$ cat src/rtl/sdh_irq_pkg.sv
package sdh_irq_pkg;
  localparam int REG_W  = 32;
  localparam int ADDR_W = 8;
  localparam int STOP_W = 16;
  localparam int LANES  = REG_W / 8;

  localparam logic [ADDR_W-1:0] OFF_STATUS = 8'h30;
  localparam logic [ADDR_W-1:0] OFF_ST_EN  = 8'h34;
  localparam logic [ADDR_W-1:0] OFF_SIG_EN = 8'h38;
  localparam logic [ADDR_W-1:0] OFF_STOP   = 8'h3C;

  localparam int          SUM_BIT   = 15;
  localparam logic [REG_W-1:0] SUM_MASK  = 32'h0000_8000;
  localparam logic [REG_W-1:0] ERR_FIELD = 32'hFFFF_0000;
  localparam logic [REG_W-1:0] CMD_GRP   = 32'h000F_0001;
  localparam logic [REG_W-1:0] DATA_GRP  = 32'h0070_003A;

  // Read view of status: stored bits plus the error summary at bit 15.
  function automatic logic [REG_W-1:0] status_view(input logic [REG_W-1:0] raw);
    logic [REG_W-1:0] v;
    v = raw & ~SUM_MASK;
    v[SUM_BIT] = |(raw & ERR_FIELD);
    return v;
  endfunction

  function automatic logic group_hit(input logic [REG_W-1:0] view,
                                     input logic [REG_W-1:0] grp);
    return |(view & grp);
  endfunction
endpackage

$ cat src/rtl/sdh_w1c_bank.sv
module sdh_w1c_bank #(
  parameter int W = 32,
  localparam int NL = W / 8
) (
  input  logic          clk,
  input  logic          rst_n,
  input  logic          wr_hit,
  input  logic [NL-1:0] be,
  input  logic [W-1:0]  wdata,
  input  logic [W-1:0]  set_vec,
  output logic [W-1:0]  clr_vec,
  output logic [W-1:0]  q
);
  for (genvar l = 0; l < NL; l++) begin : g_lane
    assign clr_vec[l*8 +: 8] = (wr_hit && be[l]) ? wdata[l*8 +: 8] : 8'h00;
  end

  // Set dominates clear on a same-cycle collision.
  always_ff @(posedge clk or negedge rst_n) begin
    if (!rst_n) q <= '0;
    else        q <= (q & ~clr_vec) | set_vec;
  end
endmodule

$ cat src/rtl/sdh_rw_bank.sv
module sdh_rw_bank #(
  parameter int W = 32,
  localparam int NL = W / 8
) (
  input  logic          clk,
  input  logic          rst_n,
  input  logic          wr_hit,
  input  logic [NL-1:0] be,
  input  logic [W-1:0]  wdata,
  output logic [W-1:0]  q
);
  for (genvar l = 0; l < NL; l++) begin : g_lane
    always_ff @(posedge clk or negedge rst_n) begin
      if (!rst_n)                q[l*8 +: 8] <= 8'h00;
      else if (wr_hit && be[l])  q[l*8 +: 8] <= wdata[l*8 +: 8];
    end
  end
endmodule

$ cat src/rtl/sdh_irq_ctrl.sv
module sdh_irq_ctrl
  import sdh_irq_pkg::*;
(
  input  logic              clk,
  input  logic              rst_n,
  input  logic [ADDR_W-1:0] reg_addr,
  input  logic              reg_wr,
  input  logic [LANES-1:0]  reg_be,
  input  logic [REG_W-1:0]  reg_wdata,
  output logic [REG_W-1:0]  reg_rdata,
  input  logic [REG_W-1:0]  evt_pulse,
  input  logic [STOP_W-1:0] stop_err_pulse,
  output logic              irq,
  output logic              cmd_pending,
  output logic              data_pending
);
  localparam int STOP_LANES = STOP_W / 8;

  logic [REG_W-1:0]  status_raw, status_rd, st_set, st_clr;
  logic [REG_W-1:0]  sten_q, sigen_q;
  logic [STOP_W-1:0] stop_q, stop_clr;
  logic              sig_hit, irq_q;

  logic hit_status, hit_sten, hit_sigen, hit_stop;
  assign hit_status = reg_wr && (reg_addr == OFF_STATUS);
  assign hit_sten   = reg_wr && (reg_addr == OFF_ST_EN);
  assign hit_sigen  = reg_wr && (reg_addr == OFF_SIG_EN);
  assign hit_stop   = reg_wr && (reg_addr == OFF_STOP);

  // Latch gate: enabled events only, summary position never stored.
  assign st_set = evt_pulse & sten_q & ~SUM_MASK;

  sdh_w1c_bank #(.W(REG_W)) u_status (
    .clk, .rst_n, .wr_hit(hit_status), .be(reg_be), .wdata(reg_wdata),
    .set_vec(st_set), .clr_vec(st_clr), .q(status_raw)
  );

  sdh_rw_bank #(.W(REG_W)) u_sten (
    .clk, .rst_n, .wr_hit(hit_sten), .be(reg_be), .wdata(reg_wdata), .q(sten_q)
  );

  sdh_rw_bank #(.W(REG_W)) u_sigen (
    .clk, .rst_n, .wr_hit(hit_sigen), .be(reg_be), .wdata(reg_wdata), .q(sigen_q)
  );

  sdh_w1c_bank #(.W(STOP_W)) u_stop (
    .clk, .rst_n, .wr_hit(hit_stop), .be(reg_be[STOP_LANES-1:0]),
    .wdata(reg_wdata[STOP_W-1:0]), .set_vec(stop_err_pulse),
    .clr_vec(stop_clr), .q(stop_q)
  );

  assign status_rd    = status_view(status_raw);
  assign cmd_pending  = group_hit(status_rd, CMD_GRP);
  assign data_pending = group_hit(status_rd, DATA_GRP);
  assign sig_hit      = |(status_rd & sigen_q);

  always_ff @(posedge clk or negedge rst_n) begin
    if (!rst_n) irq_q <= 1'b0;
    else        irq_q <= sig_hit;
  end
  assign irq = irq_q;

  always_comb begin
    reg_rdata = '0;
    case (reg_addr)
      OFF_STATUS: reg_rdata = status_rd;
      OFF_ST_EN:  reg_rdata = sten_q;
      OFF_SIG_EN: reg_rdata = sigen_q;
      OFF_STOP:   reg_rdata[STOP_W-1:0] = stop_q;
      default:    reg_rdata = '0;
    endcase
  end
endmodule

$ cat config.mk
export PLATFORM = sky130hd
export DESIGN_NAME = sdh_irq_ctrl
export DESIGN_NICKNAME = d
export VERILOG_FILES = /design/src/rtl/sdh_irq_pkg.sv /design/src/rtl/sdh_w1c_bank.sv /design/src/rtl/sdh_rw_bank.sv /design/src/rtl/sdh_irq_ctrl.sv
export SDC_FILE = /design/constraint.sdc
export NUM_CORES = 1
export LEC_CHECK = 0
export BUFFER_PORTS_ARGS = -buffer_cell sky130_fd_sc_hd__buf_2
export CAP_MARGIN = 20
export CORE_ASPECT_RATIO = 2
export CORE_UTILIZATION = 31
export CTS_BUF_LIST = sky130_fd_sc_hd__clkbuf_8
export CTS_CLUSTER_SIZE = 20
export DETAILED_ROUTE_END_ITERATION = 6
export GPL_TIMING_DRIVEN = 0
export PLACE_DENSITY = 0.51
export SLEW_MARGIN = 20
export SYNTH_ARGS = -nofsm -noshare
export SYNTH_HDL_FRONTEND = slang
export SYNTH_SLANG_ARGS = --single-unit
$ cat constraint.sdc
create_clock -name clk -period 2.6 [get_ports clk]
set_input_delay 0.26 -clock clk [delete_from_list [all_inputs] [get_ports clk]]
set_output_delay 0.26 -clock clk [all_outputs]
set_load 0.01 [all_outputs]
==> results.md <==
- Final setup margin: 0.107 ns
- DR DRC count: 0
- Gr usage total: 0.200
- Post-synthesis cell area: 5460 um^2
- Final GP Congestion: 0.800
- Most frequent CP cell: buf_2
- Vias in the first global route: 4737
- Total CTS buffers: 9
- Hold Crit Class: input port to flop
- Rel. slew slack: 0.447
- RSZ-0062 raised after global routing: no
- Total gr overflow: 0
- Clk_lat worst skew: 0.39 ns
- Placed cell count: 798
- Row cnt: 68
- Vias: 4222
- Num Clock Sinks: 112
- Least-Margin Pin Slew: 0.830 ns
- Core area: 17300 um^2
- Yosys warning count: 0
- Reg clk slew, reported paths: 0.10 ns
- R2R setup slack: 0.63 ns
- Max-cap violations: 0
- Clock skew: 0.00963 ns
- Synth Area per Inst: 12.0 um^2
- Worst setup path endpoint: reg_rdata[5]
- CP max stage cell: or4_1
- CP Class: input port to output port
- Startpoint types: input port
- Slew Limit Fails: 0
- Die Footprint: 18200 um^2
- Period minus WS final: 2.49 ns
- Crit. End Element: output port
- 1st-pass router iterations: 4
- DIE HEIGHT: 190 um
- Fmax: 401 MHz
- R2R depth: 3
- Largest stage delay, worst path: 0.54 ns
- Setup violators final: 0
- Final ANT Viol Nets: 0
- Pleak: 3.14 nW
- Number of DRC markers in iteration 0: 162
- Nets: 695
- Crit path DAT: 2.23 ns
- Area growth syn-to-layout: 21.5%
- Most frequent cells in the layout: buf_2 (130), dfrtp_1 (112), nand2_1 (68), mux2_2 (61), nor2_1 (33)
- Final hold violations: 0
- CTS tree: built
- Fillers: 1757
- Synthesized instance count: 456
- Io pins: 130
- WL final: 16.9 mm
- Ratio of final minimum period to clock period: 0.959
- Tot Pwr: 3.64 mW
- Status: finished, final reports clean
- Synth cell types: 31
- Routed vias/inst: 5.19
- First-pass GRT wire length: 26.4 mm
- Seq/Total Area, Yosys: 0.514
- Non-filler cells, final: 813
- Crit path from: reg_addr[1]
- Routed len/inst: 20.8 um
- Bufs on Longest Clock Path: 2
- H-Tree Depth: 3
- Antenna violations before repair: 0
- Largest net degree at the start of global routing: 82
- Port bufs: 126
- Starting density of the core: 0.316
- Post-DP HPWL: 13.3 mm
- Pre-CTS WS: -0.171 ns
- Leading cell type in the layout, fill and taps excluded: buf_2
- Share of cells above drive strength 1: 0.403
- Hold Path Depth: 2
- # diodes: 0
- Synthesized flop and latch total: 112
- Peak supply drop: 0.000234 V
- Root Buffer: clkbuf_8
- Chip Width: 95.8 um
- Worst-path fanout max: 10
- PwrDens: 548 nW/um^2
- Cells along the critical path: buf_2 > or4_1 > clkbuf_2 > or2_1 > buf_6 > buf_6 > buf_2 > nor2b_1 > buf_2
- Required @ worst endpoint: 2.34 ns
- R2R Path End: irq
- Crit Reg-Reg Startpoint: u_status.q[19]
- Syn nets: 551
## worst min-delay path by stage
stage                                   from            to  slack (ns)
after floorplan                        rst_n           irq       -0.04
after global placement     stop_err_pulse[3]   u_stop.q[3]        0.44
after detailed placement               rst_n   u_stop.q[1]        0.17
after CTS                 stop_err_pulse[10]  u_stop.q[10]        0.03
after global routing      stop_err_pulse[10]  u_stop.q[10]        0.03
final                      stop_err_pulse[7]   u_stop.q[7]        0.04
## worst max-delay path: cells and delay by family
| family | cells | cell delay (ns) |
|---|---|---|
| buffers and inverters | 6 | 0.97 |
| AND/OR/NAND/NOR | 3 | 0.99 |
## stage by stage
step / setup TNS, ns / cell area (um^2) / hold WS [ns] / util
after floorplan: 0 / 5460 / -0.0356 / -
after global placement: -22.84 / 6350 / 0.440 / 0.368
after detailed placement: -6.28 / 6450 / 0.168 / 0.373
after CTS: 0 / 6630 / 0.0285 / 0.384
after global routing: 0 / 6630 / 0.0312 / 0.384
final: 0 / 6630 / 0.0426 / 0.384
## report_power, final
part           leakage (nW)  switching, mW  total, mW  internal, mW
clock network        0.0814          0.592      0.952         0.360
logic                  1.61          0.281      0.585         0.304
registers              1.44          0.196       2.10          1.90
## sequential cells by signal, summed over array words and instances, names as in the netlist
| name | count |
|---|---|
| u_sigen.q | 32 |
| u_sten.q | 32 |
| u_stop.q | 16 |
| u_status.q | 31 |
| irq | 1 |
## repair_timing
item                       4_1_cts  5_1_grt
hold endpoints to repair        31        0
hold buffers                     1        0
setup buffers                    0        0
resized for setup                6        2
setup endpoints to repair       30       11
## synth_stat cells (all sizes together)
| library cell | number | area share |
|---|---|---|
| a22o | 27 | 0.043 |
| a21o | 16 | 0.022 |
| o22ai | 1 | 0.0011 |
| mux2 | 64 | 0.13 |
| o21a | 1 | 0.0014 |
| a2111o | 1 | 0.0021 |
| dfrtp | 112 | 0.51 |
| nand2 | 68 | 0.047 |
| mux4 | 15 | 0.062 |
| nor4 | 7 | 0.0080 |
| clkbuf | 11 | 0.0076 |
| buf | 8 | 0.0083 |
| a22oi | 8 | 0.011 |
| and2 | 1 | 0.0011 |
| nand4 | 4 | 0.0046 |
| a221oi | 3 | 0.0048 |
| or4 | 2 | 0.0028 |
| mux2i | 16 | 0.029 |
| nor2 | 33 | 0.023 |
| nand2b | 3 | 0.0034 |
| a222oi | 1 | 0.0018 |
| a21oi | 16 | 0.015 |
| nor2b | 16 | 0.018 |
| or2 | 2 | 0.0023 |
| o21ai | 7 | 0.0064 |
| nor3 | 12 | 0.028 |
| or3 | 1 | 0.0011 |
## per-layer routing
metal | vias to the layer above | track usage | routed length, um
met5 | - | 0 | 0
met4 | 0 | 0.0976 | 588
met3 | 32 | 0.0200 | 551
met2 | 114 | 0.367 | 9420
met1 | 2126 | 0.223 | 6320
li1 | 1950 | - | -
## kinds of logic (layout without fill, tap and decap cells)
kind of cell / Yosys count / after routing / synth area share
buffers and inverters: 19 / 166 / 0.0158
DFF: 112 / 112 / 0.514
AOI/OAI and AO/OA: 81 / 81 / 0.109
and+or+nand+nor: 149 / 149 / 0.139
muxes: 95 / 95 / 0.223
## layout make-up
cell class / instances / area (um^2) / area share
clock buffer: 10 / 138 / 0.0207
clock inverter: 4 / 23.8 / 0.00358
tap: 210 / 263 / 0.0396
timing repair buffer: 133 / 707 / 0.107
sequential: 112 / 2800 / 0.422
buffer: 19 / 100 / 0.0151
multi-input combinational: 325 / 2600 / 0.392
Note: power is estimated with default switching activity, not from simulation.
